File: src/rtl/lis_pkg.sv
package lis_pkg;
  typedef enum logic [1:0] {
    EVICT_OLDEST = 2'd0,
    EVICT_FIXED  = 2'd1,
    EVICT_PORT   = 2'd2
  } evict_e;
endpackage

File: src/rtl/lis_rst_sync.sv
module lis_rst_sync (
  input  logic clk,
  input  logic rst_n,
  output logic rst_sync_n
);
  logic meta_q;
  logic hold_q;

  always_ff @(posedge clk or negedge rst_n) begin
    if (!rst_n) begin
      meta_q <= 1'b0;
      hold_q <= 1'b0;
    end else begin
      meta_q <= 1'b1;
      hold_q <= meta_q;
    end
  end

  assign rst_sync_n = hold_q;
endmodule

File: src/rtl/lis_cell.sv
// One slot of the cascade. Stage c: close the gap left by a removal.
// Stage n: open a gap at the insertion position and drop the new sample in.
module lis_cell #(
  parameter int DW          = 8,
  parameter int CW          = 3,
  parameter int IDX         = 0,
  parameter bit SIGNED_DATA = 1'b0
) (
  input  logic [DW-1:0] d_self,
  input  logic [CW-1:0] a_self,
  input  logic [DW-1:0] d_next,
  input  logic [CW-1:0] a_next,
  input  logic [DW-1:0] c_prev,
  input  logic [CW-1:0] ca_prev,
  input  logic          rm,
  input  logic [CW-1:0] rm_idx,
  input  logic          ins,
  input  logic [CW-1:0] ins_pos,
  input  logic [CW-1:0] kept,
  input  logic [DW-1:0] new_data,
  input  logic          asc,
  output logic [DW-1:0] c_val,
  output logic [CW-1:0] c_age,
  output logic          ahead,
  output logic [DW-1:0] n_val,
  output logic [CW-1:0] n_age
);
  localparam logic [CW-1:0] MY_IDX = CW'(IDX);

  logic shift_in;
  logic le_new;
  logic ge_new;

  assign shift_in = rm && (MY_IDX >= rm_idx);
  assign c_val    = shift_in ? d_next : d_self;
  assign c_age    = shift_in ? a_next : a_self;

  generate
    if (SIGNED_DATA) begin : g_signed
      assign le_new = $signed(c_val) <= $signed(new_data);
      assign ge_new = $signed(c_val) >= $signed(new_data);
    end else begin : g_unsigned
      assign le_new = c_val <= new_data;
      assign ge_new = c_val >= new_data;
    end
  endgenerate

  // equal entries stay ahead of the newcomer
  assign ahead = (MY_IDX < kept) && (asc ? le_new : ge_new);

  always_comb begin
    n_val = c_val;
    n_age = c_age;
    if (ins) begin
      if (MY_IDX < ins_pos) begin
        n_val = c_val;
        n_age = c_age + 1'b1;
      end else if (MY_IDX == ins_pos) begin
        n_val = new_data;
        n_age = '0;
      end else begin
        n_val = c_prev;
        n_age = ca_prev + 1'b1;
      end
    end
  end
endmodule

File: src/rtl/lis_evict.sv
module lis_evict #(
  parameter int             N       = 5,
  parameter int             CW      = 3,
  parameter lis_pkg::evict_e SCHEME = lis_pkg::EVICT_OLDEST,
  parameter int             FIX_POS = 0
) (
  input  logic [N*CW-1:0] ages,
  input  logic [CW-1:0]   count,
  input  logic [CW-1:0]   size,
  input  logic [CW-1:0]   sel_pos,
  output logic [CW-1:0]   idx
);
  localparam logic [CW-1:0] FIX_P = CW'(FIX_POS);

  generate
    if (SCHEME == lis_pkg::EVICT_OLDEST) begin : g_oldest
      always_comb begin
        idx = '0;
        for (int i = 0; i < N; i++) begin
          if ((CW'(i) < count) && (ages[i*CW +: CW] == size - 1'b1)) idx = CW'(i);
        end
      end
    end else if (SCHEME == lis_pkg::EVICT_FIXED) begin : g_fixed
      assign idx = (FIX_P >= size) ? size - 1'b1 : FIX_P;
    end else begin : g_port
      assign idx = (sel_pos >= size) ? size - 1'b1 : sel_pos;
    end
  endgenerate
endmodule

File: src/rtl/lis_sorter.sv
module lis_sorter #(
  parameter int              DW          = 8,
  parameter int              N           = 5,
  parameter bit              SIGNED_DATA = 1'b0,
  parameter bit              DIR_INIT    = 1'b1,
  parameter lis_pkg::evict_e SCHEME      = lis_pkg::EVICT_OLDEST,
  parameter int              FIX_POS     = 0
) (
  input  logic                    clk,
  input  logic                    rst_n,
  input  logic                    in_valid,
  output logic                    in_ready,
  input  logic [DW-1:0]           in_data,
  input  logic                    in_last,
  output logic                    out_valid,
  input  logic                    out_ready,
  output logic [DW-1:0]           out_data,
  output logic                    out_last,
  output logic [N*DW-1:0]         sorted_o,
  output logic                    empty_o,
  output logic                    full_o,
  input  logic                    cfg_wr,
  input  logic [$clog2(N+1)-1:0]  cfg_size,
  input  logic                    cfg_dir,
  input  logic [$clog2(N+1)-1:0]  evict_pos
);
  localparam int CW = $clog2(N+1);
  localparam logic [CW-1:0] NMAX = CW'(N);

  logic rst_i;

  logic [DW-1:0] mem_q [N];
  logic [DW-1:0] mem_d [N];
  logic [CW-1:0] age_q [N];
  logic [CW-1:0] age_d [N];
  logic [DW-1:0] cv    [N];
  logic [CW-1:0] ca    [N];
  logic [N-1:0]  ahead;
  logic [N*CW-1:0] age_flat;

  logic [CW-1:0] cnt_q, cnt_d, sz_q, sz_d;
  logic          asc_q, asc_d, flush_q, flush_d;
  logic          ov_q, ov_d, ol_q, ol_d;
  logic [DW-1:0] od_q, od_d;

  logic          out_free, acc, pop, rm, arr_en, cfg_ok, evict_on_acc;
  logic [CW-1:0] ev_idx, rm_idx, kept, ins_pos;

  lis_rst_sync u_rst (.clk(clk), .rst_n(rst_n), .rst_sync_n(rst_i));

  // handshake and control decode
  assign empty_o      = (cnt_q == '0);
  assign full_o       = (cnt_q == sz_q);
  assign out_free     = !ov_q || out_ready;
  assign in_ready     = !flush_q && out_free;
  assign acc          = in_valid && in_ready;
  assign evict_on_acc = acc && full_o;
  assign pop          = flush_q && out_free && !empty_o;
  assign rm           = evict_on_acc || pop;
  assign rm_idx       = pop ? '0 : ev_idx;
  assign kept         = rm ? cnt_q - 1'b1 : cnt_q;
  assign arr_en       = acc || pop;
  assign cfg_ok       = cfg_wr && empty_o && !flush_q && !acc;

  generate
    for (genvar i = 0; i < N; i++) begin : g_age
      assign age_flat[i*CW +: CW] = age_q[i];
    end
  endgenerate

  lis_evict #(.N(N), .CW(CW), .SCHEME(SCHEME), .FIX_POS(FIX_POS)) u_evict (
    .ages(age_flat), .count(cnt_q), .size(sz_q), .sel_pos(evict_pos), .idx(ev_idx)
  );

  // slot cascade
  generate
    for (genvar i = 0; i < N; i++) begin : g_cell
      logic [DW-1:0] nxt_d, prv_c;
      logic [CW-1:0] nxt_a, prv_a;
      if (i == N-1) begin : g_top
        assign nxt_d = '0;
        assign nxt_a = '0;
      end else begin : g_mid
        assign nxt_d = mem_q[i+1];
        assign nxt_a = age_q[i+1];
      end
      if (i == 0) begin : g_bot
        assign prv_c = '0;
        assign prv_a = '0;
      end else begin : g_link
        assign prv_c = cv[i-1];
        assign prv_a = ca[i-1];
      end
      lis_cell #(.DW(DW), .CW(CW), .IDX(i), .SIGNED_DATA(SIGNED_DATA)) u_cell (
        .d_self(mem_q[i]), .a_self(age_q[i]), .d_next(nxt_d), .a_next(nxt_a),
        .c_prev(prv_c), .ca_prev(prv_a), .rm(rm), .rm_idx(rm_idx),
        .ins(acc), .ins_pos(ins_pos), .kept(kept), .new_data(in_data),
        .asc(asc_q), .c_val(cv[i]), .c_age(ca[i]), .ahead(ahead[i]),
        .n_val(mem_d[i]), .n_age(age_d[i])
      );
      assign sorted_o[i*DW +: DW] = mem_q[i];
    end
  endgenerate

  always_comb begin
    ins_pos = '0;
    for (int i = 0; i < N; i++) ins_pos = ins_pos + CW'(ahead[i]);
  end

  // next state
  always_comb begin
    cnt_d   = cnt_q;
    sz_d    = sz_q;
    asc_d   = asc_q;
    flush_d = flush_q;
    ov_d    = ov_q && !out_ready;
    ol_d    = ol_q && !out_ready;
    od_d    = od_q;
    if (acc && !full_o) cnt_d = cnt_q + 1'b1;
    else if (pop)       cnt_d = cnt_q - 1'b1;
    if (rm) begin
      ov_d = 1'b1;
      od_d = mem_q[rm_idx];
      ol_d = pop && (cnt_q == CW'(1));
    end
    if (acc && in_last)                flush_d = 1'b1;
    else if (pop && cnt_q == CW'(1))   flush_d = 1'b0;
    if (cfg_ok) begin
      asc_d = cfg_dir;
      if (cfg_size != '0 && cfg_size <= NMAX) sz_d = cfg_size;
    end
  end

  // registers
  always_ff @(posedge clk or negedge rst_i) begin
    if (!rst_i) begin
      for (int i = 0; i < N; i++) begin
        mem_q[i] <= '0;
        age_q[i] <= '0;
      end
      cnt_q   <= '0;
      sz_q    <= NMAX;
      asc_q   <= DIR_INIT;
      flush_q <= 1'b0;
      ov_q    <= 1'b0;
      ol_q    <= 1'b0;
      od_q    <= '0;
    end else begin
      if (arr_en) begin
        for (int i = 0; i < N; i++) begin
          mem_q[i] <= mem_d[i];
          age_q[i] <= age_d[i];
        end
      end
      cnt_q   <= cnt_d;
      sz_q    <= sz_d;
      asc_q   <= asc_d;
      flush_q <= flush_d;
      ov_q    <= ov_d;
      ol_q    <= ol_d;
      if (rm) od_q <= od_d;
    end
  end

  assign out_valid = ov_q;
  assign out_data  = od_q;
  assign out_last  = ol_q;

  // checks
  p_no_overflow_r2: assert property (@(posedge clk) disable iff (!rst_i)
    cnt_q <= sz_q);
  p_fill_silent_r2: assert property (@(posedge clk) disable iff (!rst_i)
    (in_valid && in_ready && !full_o) |=> !out_valid);
  p_full_emits_r3: assert property (@(posedge clk) disable iff (!rst_i)
    (in_valid && in_ready && full_o) |=> (out_valid && full_o));
  p_stall_blocks_r6: assert property (@(posedge clk) disable iff (!rst_i)
    (out_valid && !out_ready) |-> !in_ready);
  p_stall_holds_r6: assert property (@(posedge clk) disable iff (!rst_i)
    (out_valid && !out_ready) |=> (out_valid && $stable(out_data)));
  p_flush_closed_r7: assert property (@(posedge clk) disable iff (!rst_i)
    flush_q |-> !in_ready);
  p_cfg_refused_r8: assert property (@(posedge clk) disable iff (!rst_i)
    (cfg_wr && !empty_o) |=> ($stable(sz_q) && $stable(asc_q)));

  generate
    for (genvar i = 0; i < N; i++) begin : g_chk
      p_zero_above_r1: assert property (@(posedge clk) disable iff (!rst_i)
        (CW'(i) >= cnt_q) |-> (mem_q[i] == '0));
      if (i < N-1) begin : g_pair
        if (SIGNED_DATA) begin : g_s
          p_order_r1: assert property (@(posedge clk) disable iff (!rst_i)
            (CW'(i+1) < cnt_q) |-> (asc_q ? ($signed(mem_q[i]) <= $signed(mem_q[i+1]))
                                          : ($signed(mem_q[i]) >= $signed(mem_q[i+1]))));
        end else begin : g_u
          p_order_r1: assert property (@(posedge clk) disable iff (!rst_i)
            (CW'(i+1) < cnt_q) |-> (asc_q ? (mem_q[i] <= mem_q[i+1])
                                          : (mem_q[i] >= mem_q[i+1])));
        end
      end
    end
  endgenerate
endmodule

File: config.mk
export PLATFORM = sky130hd
export DESIGN_NAME = lis_sorter
export DESIGN_NICKNAME = d
export VERILOG_FILES = /design/src/rtl/lis_pkg.sv /design/src/rtl/lis_rst_sync.sv /design/src/rtl/lis_cell.sv /design/src/rtl/lis_evict.sv /design/src/rtl/lis_sorter.sv
export SDC_FILE = /design/constraint.sdc
export NUM_CORES = 1
export LEC_CHECK = 0
export ABC_AREA = 0
export BUFFER_PORTS_ARGS = -buffer_cell sky130_fd_sc_hd__buf_4
export CORE_MARGIN = 2
export CORE_UTILIZATION = 50
export DETAILED_ROUTE_END_ITERATION = 8
export GPL_TIMING_DRIVEN = 0
export PLACE_DENSITY = 0.74
export SLEW_MARGIN = 20
export SYNTH_ARGS = -nofsm -noshare
export SYNTH_HDL_FRONTEND = slang
export SYNTH_SLANG_ARGS = --single-unit
File: constraint.sdc
create_clock -name clk -period 3.41 [get_ports clk]
set_clock_uncertainty 0.1 [all_clocks]
set_input_delay 0.5115 -clock clk [delete_from_list [all_inputs] [get_ports clk]]
set_output_delay 0.5115 -clock clk [all_outputs]
set_load 0.03 [all_outputs]
# [Word level (Yosys, flattened, before mapping)]
# Index checks and enable logic that the tools add are counted.
[op_classes] mux=60 reduce_logical=43 order_cmp=31 add_sub_neg=12 eq_ne=10 n_bitwise=1
[ops] operator="$mux 8" count=22
[ops] operator="$mux 3" count=24
[ops] operator="$ge 8x8->1" count=5
[ops] operator="$le 8x8->1" count=5
[ops] operator="$logic_and 1x1->1" count=28
[ops] operator="$bmux 8 s3" count=1
[ops] operator="$add 3x1->3 const B" count=6
[ops] operator="$lt 2x3->1 const A" count=6
[ops] operator="$eq 3x3->1" count=5
[ops] operator="$lt 1x3->1 const A" count=5
[ops] operator="$mux 1" count=11
[ops] operator="$lt 3x3->1 const A" count=3
[ops] operator="$add 3x1->3" count=2
[ops] operator="$eq 2x3->1 const A" count=2
[ops] operator="$ge 1x3->1 const A" count=2
[ops] operator="$ge 2x3->1 const A" count=2
[ops] operator="$logic_not 1->1" count=6
[ops] operator="$logic_not 3->1" count=2
[ops] operator="$sub 3x1->3 const B" count=2
[ops] operator="$ge 4x4->1 const B" count=1
[ops] operator="$mux 2" count=2
[ops] operator="$not 3->4" count=1
[ops] operator="$reduce_bool 2->1" count=2
[ops] operator="$add 2x1->3" count=1
[ops] operator="9 further kinds" count=11
[word_totals] reg_bits=75 out_inout_bits=53

# [Logic depth before layout (Yosys ltp)]
[depth] word_depth=22 depth_mapped=32 mapped_depth_nobuf=27

# [By module]
# Synthesis repeated with hierarchy kept, for this count alone.
[hier_totals] hier_cells=786 hier_area_um2=7340.8
[by_module_without_submodules] mod="lis_sorter" n_inst=1 area_per_inst_um2=3698.5 cells_per_inst=319
[by_module_without_submodules] mod="lis_cell (g_cell[2].u_cell)" n_inst=1 area_per_inst_um2=764.5 cells_per_inst=96
[by_module_without_submodules] mod="lis_cell (g_cell[1].u_cell)" n_inst=1 area_per_inst_um2=716.9 cells_per_inst=91
[by_module_without_submodules] mod="lis_cell (g_cell[3].u_cell)" n_inst=1 area_per_inst_um2=676.9 cells_per_inst=99
[by_module_without_submodules] mod="lis_cell (g_cell[4].u_cell)" n_inst=1 area_per_inst_um2=651.9 cells_per_inst=86
[by_module_without_submodules] mod="lis_cell (g_cell[0].u_cell)" n_inst=1 area_per_inst_um2=558.0 cells_per_inst=66
[by_module_without_submodules] mod="lis_evict" n_inst=1 area_per_inst_um2=220.2 cells_per_inst=26
[by_module_without_submodules] mod="lis_rst_sync" n_inst=1 area_per_inst_um2=53.8 cells_per_inst=3

# [Least setup slack after synthesis]
# OpenSTA, ideal clock, no wires.
[synth_timing] kind="reg2reg" startpoint="register sz_q[0]" endpoint="register mem_q, in the netlist sorted_o[7]" path_stages_with_launch=30 arrival_time_ns=6.441 required_time_ns=3.233 path_slack_ns=-3.209 setup_time_ns=0.077 path_cell_list="dfstp_2 -> buf_2 -> inv_1 -> ha_1 -> xnor3_1 -> and4_4 -> nor2_4 -> a21oi_4 -> buf_4 -> mux2i_1 -> inv_1 -> ha_1 -> nor2b_1 -> o21a_1 -> o21a_1 -> o21ai_0 -> a21oi_1 -> a21oi_1 -> o21ai_0 -> a211oi_1 -> fa_1 -> fa_1 -> inv_1 -> ha_1 -> inv_1 -> nor2_1 -> nand2_1 -> nor4_1 -> nand2_1 -> a21oi_1"
[synth_between] elab_chain_len=22 word_cells_on_any_way=67
[synth_rtl] element="start, declared" line="lis_sorter.sv:41" text="logic [CW-1:0] cnt_q, cnt_d, sz_q, sz_d;"
[synth_rtl] element="start signal, assigned" line="lis_sorter.sv:156" text="sz_q <= sz_d;"
[synth_rtl] element="branches (longest 21 deep; another with $ge 8x8->1)"
[synth_rtl] element="$mux 8 (*)" line="lis_cell.sv:54" text="if (ins) begin"
[synth_rtl] element="end signal, assigned by index" line="lis_sorter.sv:151" text="mem_q[i] <= mem_d[i];"
[synth_rtl] element="end, declared" line="lis_sorter.sv:32" text="logic [DW-1:0] mem_q [N];"
# Mark *: on every way between the ends.
# A chain may end at the register's enable or synchronous reset.

# [Worst setup path in the final report]
[layout_timing] startpoint="register sz_q[0]" endpoint="register age_q, in the netlist g_cell[1].nxt_a[1]"
[layout_between] elab_chain_len=22 word_cells_on_any_way=71
[layout_rtl] element="branches (longest 21 deep; another with $ge 8x8->1)"
[layout_rtl] element="$mux 3 (*)" line="lis_cell.sv:54"
[layout_rtl] element="end signal, assigned by index" line="lis_sorter.sv:152" text="age_q[i] <= age_d[i];"
[layout_rtl] element="end, declared" line="lis_sorter.sv:34" text="logic [CW-1:0] age_q [N];"
# Marked as above.

==> results.py <==
metrics = {
    "outcome": {
        "violations": "negative setup slack",
        "outcome": "complete, but fails checks",
    },
    "setup_path": {
        "startpoint_type": "flip-flop",
        "slowest_delay_ns": 0.67,
        "end_kind": "flip-flop",
        "rrSetupSlack_ns": -2.70,
        "required_ns": 3.55,
        "reg2reg_to": "g_cell[1].nxt_a[1]",
        "path_class": "flip-flop to flip-flop",
        "slowest_stage": "fa_2",
        "cp_max_fo": 6,
        "cpMostUsedCell": "a21oi_2",
        "r2r_cells": 25,
        "arrival_ns": 6.25,
        "reg2reg_from": "sz_q[0]",
    },
    "clocking": {
        "cts_buffers": 9,
        "cts_tree": "yes",
        "clk_pin_slew_ns": 0.07,
        "clockBufferDepth": 2,
        "insertion_delay_ns": 0.36,
        "cts_htree_levels": 3,
        "clock_sinks": 75,
        "root_buffer": "clkbuf_16",
    },
    "die": {
        "core_area_um2": 12000,
        "dieWidth_um": 114,
        "io_pins": 74,
        "die_y_um": 114,
        "start_util_pct": 50.9,
        "rows": 40,
        "die_area_um2": 13100,
    },
    "routing": {
        "vias": 6412,
        "drt-total-wl_um": 22100,
        "drtPass1Iterations": 5,
        "drt_iter0_markers": 659,
        "vias_per_cell": 6.50,
        "ant_nets": 0,
        "drcViolationCount": 0,
        "wl_per_cell_um": 22.4,
    },
    "place": {
        "portBuffers": 70,
        "gp_congestion": 0.972,
        "dp_slack_ns": -3.14,
        "dp.cells": 912,
        "place_hpwl_um": 14500,
    },
    "sta": {
        "setup_viol": 55,
        "hold_violations": 0,
        "tightestPinTransition_ns": 0.764,
        "setup_tns_ns": -137.49,
        "min_period_over_period_pct": 179,
        "slew_viol_final": 0,
        "period_needed_ns": 6.11,
        "grt_setup_unrepaired": "yes",
        "fmax_mhz": 164,
        "slew_headroom_pct": 49.1,
        "setup_ws_ns": -2.70,
    },
    "synth": {
        "synth.avg_cell_area_um2": 8.77,
        "synthFlopType": "dfrtp_1",
        "syn_nets": 770,
        "ys.warnings.count": 0,
        "yosysSeqAreaShare_pct": 30.9,
        "synth_area_leaders": "dfrtp_1 30%, ha_1 11%, mux2i_1 7.4%",
        "netlist_area_um2": 6090,
        "synthArstFlopShare_pct": 100,
        "synth_cell_types": 68,
        "synth-seq-cells": 75,
        "synth_edf_count": 0,
        "syn_inst": 694,
        "synth_top_cell_by_area": "dfrtp_1",
        "synth_top_area_share_pct": 29.6,
    },
    "global_route": {
        "grt-ovfl-total": 0,
        "antenna_found_initial": 0,
        "grt_pass1_vias": 6057,
        "track_usage_pct": 31.9,
        "grt_pass1_wl_um": 32000,
        "grt_start_max_net_pins": 46,
    },
    "layout": {
        "diodes": 0,
        "drive_gt1_share_pct": 36.8,
        "instances_no_fill": 987,
        "final_nets": 911,
        "area.growth.synth_to_final_pct": 39.3,
        "nFillCells": 818,
    },
    "flow_run": {
        "drv_cap": 0,
    },
    "worst_hold_path": {
        "hold_class": "flip-flop to async pin",
    },
}
-- how the worst max path moves through the flow --
stage,startpoint,endpoint,slack (ns),cells after the start
final,sz_q[0],g_cell[1].nxt_a[1],-2.70,25
after global routing,sz_q[0],g_cell[1].nxt_a[1],-2.83,26
after CTS,sz_q[0],g_cell[3].nxt_d[4],-2.49,28
after detailed placement,cnt_q[0],sorted_o[6],-3.14,30
after global placement,cnt_q[0],sorted_o[5],-3.04,30
after floorplan,sz_q[0],g_cell[2].nxt_d[0],-2.29,30
-- Yosys cell counts, drive strengths merged (3+ instances only) --
cell type,n
or2,4
clkbuf,17
nor2,45
a21oi,61
o211ai,11
nand2,73
nor3,9
o21a,9
and2,10
a2bb2oi,3
o221ai,3
dfstp,3
nand4,11
dfrtp,72
a221o,7
a31oi,7
a221oi,11
buf,12
xnor3,3
or3,7
nand2b,7
mux2,12
mux2i,45
ha,53
o22ai,4
a222oi,7
nor2b,7
xnor2,12
o21ai,63
a22oi,8
a211oi,4
inv,52
xor2,12
nand3,5
a21o,5
-- critical path, delay by kind of cell (launching register included) --
family                   cells  cell delay (ns)
XOR/XNOR                     1             0.17
multiplexers                 1             0.25
buffers and inverters        7             0.92
AND/OR/NAND/NOR              2             0.56
AO/OA/AOI/OAI               10             1.61
adder cells (fa/ha/maj)      4             1.81
flip-flops                   1             0.57
-- state kept, by name, indices dropped and copies added (netlist names) --
register	flops
out_data	8
sorted_o	8
out_valid	1
g_cell.nxt_d	32
asc_q	1
u_rst.meta_q	1
u_rst.rst_sync_n	1
out_last	1
sz_q	3
flush_q	1
age_flat	3
cnt_q	3
g_cell.nxt_a	12
-- layout by cell type, fill, tap and decap left out, types with 7 or more instances in the layout --
cell type | Yosys | final
a21oi_1 | 59 | 32
a21oi_2 | 1 | 25
a221o_1 | 7 | 7
a221oi_1 | 10 | 7
a222oi_1 | 7 | 7
a22oi_1 | 8 | 7
and2_1 | 10 | 9
buf_4 | 3 | 123
buf_6 | 2 | 9
buf_8 | 0 | 7
clkbuf_1 | 17 | 8
clkbuf_16 | 0 | 10
dfrtp_1 | 72 | 70
ha_1 | 53 | 44
ha_4 | 0 | 7
inv_1 | 52 | 46
mux2_2 | 8 | 8
mux2i_1 | 45 | 31
mux2i_4 | 0 | 10
nand2_1 | 71 | 60
nand2_4 | 0 | 7
nand4_1 | 10 | 10
nor2_1 | 44 | 33
nor2_4 | 1 | 7
o211ai_1 | 11 | 11
o21a_1 | 9 | 9
o21ai_0 | 58 | 31
o21ai_1 | 5 | 25
o21ai_2 | 0 | 7
xnor2_1 | 12 | 12
xor2_1 | 12 | 9
-- cell families after synthesis --
| kind of cell | share of synthesized area (%) |
|---|---|
| AO/OA/AOI/OAI | 22.2 |
| AND/OR/NAND/NOR | 15.4 |
| buffers and inverters | 5.53 |
| flip-flops | 30.9 |
| multiplexers | 9.87 |
| adder cells (fa/ha/maj) | 11.6 |
| XOR/XNOR | 4.56 |
| other | 0.0616 |
-- repair_timing --
item | CTS | global route
gates cloned | 2 | 1
hold endpoints to repair | 2 | 0
setup endpoints to repair | 55 | 55
resized for setup | 61 | 109
pin swaps | 30 | 38
hold buffers | 1 | 0
buffers inserted | 38 | 23
-- cell type report --
type	count	area (µm²)	share of cell area (%)
clock buffer	9	225	2.66
tap	147	184	2.17
sequential	75	1890	22.2
multi-input combinational	538	4530	53.4
buffer	23	219	2.58
clock inverter	7	92.6	1.09
timing repair buffer	136	1140	13.5
inverter	52	204	2.41
-- layer usage --
metal / global-route usage [%] / up-vias / share of wire, %
li1: - / 2810 / -
met1: 39.8 / 3069 / 37
met2: 53.3 / 423 / 50
met3: 3.97 / 110 / 8.0
met4: 18.3 / 0 / 5.4
met5: 0 / - / 0
-- through the flow --
step	hold WS (ns)	instance area [µm²]	utilization, %
6_report	0.175	8480	70.9
5_1_grt	0.216	8480	70.9
4_1_cts	0.194	7860	65.7
3_5_place_dp	0.187	6990	58.4
3_3_place_gp	0.194	6960	58.2
2_1_floorplan	0.116	6250	-
Power is not shown: default switching activity piles up to over one toggle a cycle in this logic, so the estimate is an artifact.
